--- src/rtl/fpcmp_pkg.sv ---
package fpcmp_pkg;
   localparam int CC_W = 4;

   typedef enum logic [CC_W-1:0] {
      CC_LT = 4'b1000,
      CC_GT = 4'b0100,
      CC_EQ = 4'b0010,
      CC_UN = 4'b0001
   } cc_e;
endpackage

--- src/rtl/fpcmp_classify.sv ---
module fpcmp_classify #(
   parameter int EXP_W  = 11,
   parameter int FRAC_W = 52,
   localparam int OP_W  = 1 + EXP_W + FRAC_W
) (
   input  logic [OP_W-1:0] op,
   output logic            is_nan,
   output logic            is_zero
);
   logic [EXP_W-1:0]  exp_f;
   logic [FRAC_W-1:0] frac_f;

   assign exp_f   = op[OP_W-2 -: EXP_W];
   assign frac_f  = op[FRAC_W-1:0];
   assign is_nan  = (&exp_f) && (|frac_f);
   assign is_zero = ~|op[OP_W-2:0];
endmodule

--- src/rtl/fpcmp_order.sv ---
module fpcmp_order
   import fpcmp_pkg::*;
#(
   parameter int OP_W = 64
) (
   input  logic [OP_W-1:0] a,
   input  logic [OP_W-1:0] b,
   input  logic            a_nan,
   input  logic            b_nan,
   input  logic            a_zero,
   input  logic            b_zero,
   output cc_e             code
);
   logic [OP_W-2:0] mag_a, mag_b;
   logic            sgn_a, sgn_b;
   logic            mag_lt, a_below;

   assign mag_a  = a[OP_W-2:0];
   assign mag_b  = b[OP_W-2:0];
   assign sgn_a  = a[OP_W-1];
   assign sgn_b  = b[OP_W-1];
   assign mag_lt = mag_a < mag_b;

   always_comb begin
      if (sgn_a != sgn_b) a_below = sgn_a;
      else if (sgn_a)     a_below = !mag_lt;
      else                a_below = mag_lt;
   end

   always_comb begin
      if (a_nan || b_nan)                code = CC_UN;
      else if ((a_zero && b_zero) || (a == b)) code = CC_EQ;
      else if (a_below)                  code = CC_LT;
      else                               code = CC_GT;
   end
endmodule

--- src/rtl/fpcmp_field_write.sv ---
module fpcmp_field_write #(
   parameter int FIELDS  = 8,
   parameter int FIELD_W = 4,
   localparam int IDX_W  = (FIELDS > 1) ? $clog2(FIELDS) : 1,
   localparam int REG_W  = FIELDS * FIELD_W
) (
   input  logic [REG_W-1:0]   cur,
   input  logic [IDX_W-1:0]   idx,
   input  logic [FIELD_W-1:0] val,
   output logic [REG_W-1:0]   nxt
);
   for (genvar i = 0; i < FIELDS; i++) begin : g_field
      localparam int LSB = (FIELDS - 1 - i) * FIELD_W;
      assign nxt[LSB +: FIELD_W] = (idx == IDX_W'(i)) ? val : cur[LSB +: FIELD_W];
   end
endmodule

--- src/rtl/fp_compare_unit.sv ---
module fp_compare_unit
   import fpcmp_pkg::*;
#(
   parameter int          EXP_W      = 11,
   parameter int          FRAC_W     = 52,
   parameter int          CR_FIELDS  = 8,
   parameter int          DEST_W     = 5,
   parameter int          FSR_W      = 32,
   parameter int          FSR_CC_LSB = 11,
   parameter logic [31:0] CR_INIT    = 32'h1234_5678,
   parameter logic [31:0] FSR_INIT   = 32'h0000_8A5F,
   localparam int OP_W    = 1 + EXP_W + FRAC_W,
   localparam int CR_W    = CR_FIELDS * CC_W,
   localparam int IDX_W   = (CR_FIELDS > 1) ? $clog2(CR_FIELDS) : 1,
   localparam int ALIGN_W = DEST_W - IDX_W
) (
   input  logic             clk,
   input  logic             rst_n,
   input  logic             in_valid,
   input  logic             in_ordered,
   input  logic [OP_W-1:0]  in_a,
   input  logic [OP_W-1:0]  in_b,
   input  logic [DEST_W-1:0] in_dest,
   output logic [CR_W-1:0]  cr_q,
   output logic [FSR_W-1:0] fsr_q,
   output logic             illegal_q,
   output logic             trap_q
);
   if (ALIGN_W < 0) begin : g_bad_dest
      $error("destination specifier narrower than field index");
   end
   if (FSR_CC_LSB + CC_W >= FSR_W) begin : g_bad_fsr
      $error("status condition bits do not fit");
   end
   if (CR_W > 32 || FSR_W > 32) begin : g_bad_init
      $error("register wider than reset constant");
   end

   logic [1:0]      nan_v, zero_v;
   logic [OP_W-1:0] ops [2];
   cc_e             code;
   logic            legal, nan_any, trap_c, do_write;
   logic [IDX_W-1:0] idx;
   logic [CR_W-1:0]  cr_nxt;
   logic [FSR_W-1:0] fsr_nxt;

   assign ops[0] = in_a;
   assign ops[1] = in_b;

   for (genvar k = 0; k < 2; k++) begin : g_cls
      fpcmp_classify #(.EXP_W(EXP_W), .FRAC_W(FRAC_W)) u_cls (
         .op     (ops[k]),
         .is_nan (nan_v[k]),
         .is_zero(zero_v[k])
      );
   end

   fpcmp_order #(.OP_W(OP_W)) u_order (
      .a     (in_a),
      .b     (in_b),
      .a_nan (nan_v[0]),
      .b_nan (nan_v[1]),
      .a_zero(zero_v[0]),
      .b_zero(zero_v[1]),
      .code  (code)
   );

   if (ALIGN_W > 0) begin : g_align
      assign legal = ~|in_dest[ALIGN_W-1:0];
      assign idx   = in_dest[DEST_W-1:ALIGN_W];
   end else begin : g_noalign
      assign legal = 1'b1;
      assign idx   = in_dest[IDX_W-1:0];
   end

   assign nan_any  = |nan_v;
   assign trap_c   = legal && in_ordered && nan_any;
   assign do_write = in_valid && legal && !trap_c;

   fpcmp_field_write #(.FIELDS(CR_FIELDS), .FIELD_W(CC_W)) u_crw (
      .cur(cr_q),
      .idx(idx),
      .val(code),
      .nxt(cr_nxt)
   );

   always_comb begin
      fsr_nxt = fsr_q;
      fsr_nxt[FSR_CC_LSB + CC_W] = 1'b0;
      fsr_nxt[FSR_CC_LSB +: CC_W] = code;
   end

   always_ff @(posedge clk) begin
      if (!rst_n) begin
         cr_q      <= CR_INIT[CR_W-1:0];
         fsr_q     <= FSR_INIT[FSR_W-1:0];
         illegal_q <= 1'b0;
         trap_q    <= 1'b0;
      end else begin
         illegal_q <= in_valid && !legal;
         trap_q    <= in_valid && trap_c;
         if (do_write) begin
            cr_q  <= cr_nxt;
            fsr_q <= fsr_nxt;
         end
      end
   end

   AST_UNORD_ON_NAN: assert property (@(posedge clk) disable iff (!rst_n)
      nan_any |-> code == CC_UN);
   AST_CC_ONEHOT: assert property (@(posedge clk) disable iff (!rst_n)
      do_write |=> $countones(fsr_q[FSR_CC_LSB +: CC_W]) == 1);
   AST_ZERO_EQUAL: assert property (@(posedge clk) disable iff (!rst_n)
      (zero_v == 2'b11) |-> code == CC_EQ);
   AST_ILLEGAL_HOLDS: assert property (@(posedge clk) disable iff (!rst_n)
      illegal_q |-> $stable(cr_q) && $stable(fsr_q));
   AST_FSR_TOP_CLEAR: assert property (@(posedge clk) disable iff (!rst_n)
      do_write |=> !fsr_q[FSR_CC_LSB + CC_W]);
   AST_TRAP_HOLDS: assert property (@(posedge clk) disable iff (!rst_n)
      trap_q |-> $stable(cr_q) && $stable(fsr_q));
   AST_FLAGS_EXCL: assert property (@(posedge clk) disable iff (!rst_n)
      !(illegal_q && trap_q));
   AST_IDLE_HOLDS: assert property (@(posedge clk) disable iff (!rst_n)
      !in_valid |=> $stable(cr_q) && $stable(fsr_q) && !illegal_q && !trap_q);
endmodule

--- config.mk ---
export PLATFORM = sky130hd
export DESIGN_NAME = fp_compare_unit
export DESIGN_NICKNAME = d
export VERILOG_FILES = /design/src/rtl/fpcmp_pkg.sv /design/src/rtl/fpcmp_classify.sv /design/src/rtl/fpcmp_order.sv /design/src/rtl/fpcmp_field_write.sv /design/src/rtl/fp_compare_unit.sv
export SDC_FILE = /design/constraint.sdc
export NUM_CORES = 1
export LEC_CHECK = 0
export BUFFER_PORTS_ARGS = -buffer_cell sky130_fd_sc_hd__buf_2
export CAP_MARGIN = 15
export CORE_ASPECT_RATIO = 1.25
export CORE_MARGIN = 3
export CORE_UTILIZATION = 30
export CTS_CLUSTER_DIAMETER = 30
export CTS_CLUSTER_SIZE = 40
export DETAILED_ROUTE_END_ITERATION = 7
export SLEW_MARGIN = 10
export SYNTH_ARGS = -nofsm -noshare
export SYNTH_HDL_FRONTEND = slang
export SYNTH_SLANG_ARGS = --single-unit
--- constraint.sdc ---
create_clock -name clk -period 2.8 [get_ports clk]
set_input_delay 0.28 -clock clk [delete_from_list [all_inputs] [get_ports clk]]
set_output_delay 0.28 -clock clk [all_outputs]
set_load 0.01 [all_outputs]
==> reports/qor.txt <==
====================================================================================================
Starting density of the core ..........................................................        31.0%
Proportion of layout cells with a drive suffix above 1 ................................        32.0%
Total core area .......................................................................   11,700 µm²
Post-Synthesis Cells ..................................................................          481
CP Max Fanout .........................................................................            6
Mapped cell area ......................................................................     3630 µm²
Clock latency on the worst-skew pair ..................................................      0.27 ns
Source of the worst register-to-register timing path ..................................      cr_q[3]
Final hold violations .................................................................            0
Number of DRC violations after detailed-routing iteration 0 ...........................          150
Area of all sequential standard cells .................................................      781 µm²
Share of synthesized registers carrying an async set or reset .........................           0%
RSZ-0062 raised after global routing ..................................................        false
Crit path launch ......................................................................      in_b[3]
Synth warn ............................................................................            0
NumNets Final .........................................................................          875
Number of maximum-capacitance constraint violations ...................................            0
Placed wire-length estimate after detailed placement ..................................      11.4 mm
DR DRC count ..........................................................................            0
Total via count in the routed design ..................................................        4,164
Post-synth top flop ...................................................................      dfxtp_1
Kind of critical path .................................................................       in2reg
Top cell by count, worst path .........................................................       nor4_1
Mean instance size in the synthesized netlist .........................................     7.55 µm²
Root buffer cell ......................................................................    clkbuf_16
Area of all placed cells without fillers ..............................................     4900 µm²
Mux contribution to synthesized area ..................................................       0.827%
Buffer and inverter count on the worst path ...........................................            2
Drt pass-1 iters ......................................................................            4
Type of the most critical hold path ...................................................       in2reg
Num CTS Buffers .......................................................................            5
Post-CTS Setup Bufs ...................................................................            0
Routed length per placed instance .....................................................      15.6 µm
Required @ worst endpoint .............................................................      2.97 ns
Biggest cell delay along the critical path ............................................      0.44 ns
Die outline width .....................................................................       104 µm
Kind of launch point of the worst setup path .......................................... primary input
TritonCTS clock tree ..................................................................         done
Startpoint of the most critical hold path .............................................   in_dest[1]
Run status ............................................................................ finished clean
Arrival time of the worst setup path ..................................................      2.76 ns
Antenna fix cells .....................................................................            0
Final Setup Violations ................................................................            0
Area after DPL ........................................................................     4740 µm²
Cell variety after synth ..............................................................           44
Number of antenna violations at the first check in global routing .....................            0
Number of max-slew violations in the final report .....................................            0
Clock H-tree levels ...................................................................            2
Footprint of the multi-input gates ....................................................     2460 µm²
Global-route usage over all layers ....................................................        18.5%
First-pass GRT wire length ............................................................      20.3 mm
Via count of the first global-routing pass ............................................        4,220
Vias per cell .........................................................................         4.97
Parity-gate share of the synthesized area counting xor and xnor cells .................       0.241%
Minimum hold slack ....................................................................     0.178 ns
Worst Skew ............................................................................         0 ns
Peak supply drop ......................................................................       265 µV
Clock-pin slew reported for the worst setup and hold paths after clock tree synthesis .      0.06 ns
Number of flops mapped to enable cells by yosys .......................................            0
Routability Congestion ................................................................        0.928
Die area ..............................................................................   13,500 µm²
Placement Rows ........................................................................           44
Post-layout min period ................................................................      2.58 ns
Max Clk Rate ..........................................................................    0.387 GHz
Pin count of the biggest net entering global routing ..................................           33
Number of fill cells in the layout ....................................................        1,228
Post-route antenna net violation count ................................................            0
Count of input and output buffers .....................................................          175
I/O pin count .........................................................................          203
Register-to-Register Setup Slack ......................................................      2.13 ns
Slowest-stage cell, CP ................................................................       nor4_1
Tcrit/Tclk final ......................................................................        92.3%
Capturing element type of the critical path ...........................................    flip-flop
Post-Synth Adder-Cell Area ............................................................        21.7%
Simple logic cell fraction of the synthesized area ....................................        24.9%
Seq/Total Area, Yosys .................................................................        21.5%
Number of register bits inferred by synthesis .........................................           39
Aggregate global routing overflow .....................................................            0
Compound-gate portion of the synthesized area .........................................        17.2%
End-of-flow core utilization ..........................................................        41.8%
Combinational family with the most area after synthesis ............................... simple AND/OR/NAND/NOR gates
Leakage power of the design ...........................................................      2.56 nW
Delay-heaviest family, CP ............................................................. simple AND/OR/NAND/NOR gates
Wirelength, routed ....................................................................      13.0 mm
Crit path cell chain .................................................................. buf_2 -> nor4_1 -> nand4_1 -> nor4_1 -> buf_4 -> o22ai_1 -> nand2_1 -> nand3_1 -> o41ai_1
Worst-case clock buffer depth .........................................................            2
Count of clock tree sinks .............................................................           39
Power density over the cells ..........................................................   329 nW/µm²
Layout area overhead ..................................................................        35.0%
Overall die height ....................................................................       129 µm
====================================================================================================
[state kept, by name, summed over array words and instances (netlist names)]
name and count:
cr_q 32, fsr_q 5, illegal_q 1, trap_q 1
[cell families after synthesis]
group / Yosys count
AND/OR/NAND/NOR: 179
multiplexers: 3
buffers and inverters: 103
other: 2
adder cells (fa/ha/maj): 63
flip-flops: 39
XOR/XNOR: 1
AO/OA/AOI/OAI: 91
[power breakdown]
part	switching [mW]	internal [mW]
sequential	0.00408	0.563
combinational	0.259	0.195
clock	0.213	0.379
total	0.476	1.14
[per-layer routing]
layer	wire length [µm]	share of wire [%]	global-route usage, %
met4	180	1.4	4.38
met5	0	0	0
met2	6870	53	36.6
met1	5050	39	20.1
met3	917	7.0	3.54
[cells in the mapped netlist (4+ instances only)]
master	instances	share of area [%]
a21oi_1	34	4.7
buf_4	27	5.6
clkbuf_1	9	0.93
dfxtp_1	39	21
ha_1	63	22
inv_1	67	6.9
nand2_1	50	5.2
nand3_1	25	3.4
nand4_1	23	4.0
nor2_1	29	3.0
nor4_1	37	6.4
o21ai_0	10	1.4
o21ai_1	5	0.69
o221a_2	4	1.2
o22ai_1	6	1.0
o31ai_1	4	0.83
o32ai_1	6	1.4
[layout make-up]
type                       count  share of cell area, %
multi-input combinational    364                   50.3
timing repair buffer         198                   21.4
inverter                      67                   5.13
clock buffer                   8                   3.19
tap                          161                   4.11
sequential                    39                   15.9
[worst paths after layout]
path | endpoint | cells after the start
setup reg to reg | cr_q[3] | 2
setup / recovery | fsr_q[13] | 9
hold / removal | trap_q | 2
hold reg to reg | fsr_q[15] | 2
[cell usage in the layout (no fill, tap or decap), types with 3 or more instances in the layout]
master	count
o221a_2	4
nor2_1	29
nand2_1	50
o32ai_1	6
inv_1	67
o22ai_1	6
a21oi_1	34
nor3_1	3
o21ai_0	10
buf_4	23
ha_1	63
a21o_1	3
nand3_1	25
dfxtp_1	39
o21ai_1	5
o31ai_1	4
nand4_1	23
conb_1	27
clkbuf_16	5
mux2i_1	3
buf_2	175
nor4_1	36
nand2b_1	3
[per-stage QoR]
stage	power [mW]	worst slack, ns	cells	setup TNS [ns]
after floorplan	0.838	0.246	506	0
after global placement	1.02	-0.0694	829	-0.603
after detailed placement	1.03	-0.106	829	-0.837
after CTS	1.62	0.175	837	0
after global routing	1.71	0.0369	837	0
final	1.61	0.216	837	0
[repair_timing]
| action | 4_1_cts | 5_1_grt |
|---|---|---|
| hold buffers | 0 | 0 |
| gates resized for setup | 0 | 2 |
| setup endpoints to repair | 0 | 4 |
(Power assumes the default switching activity.)
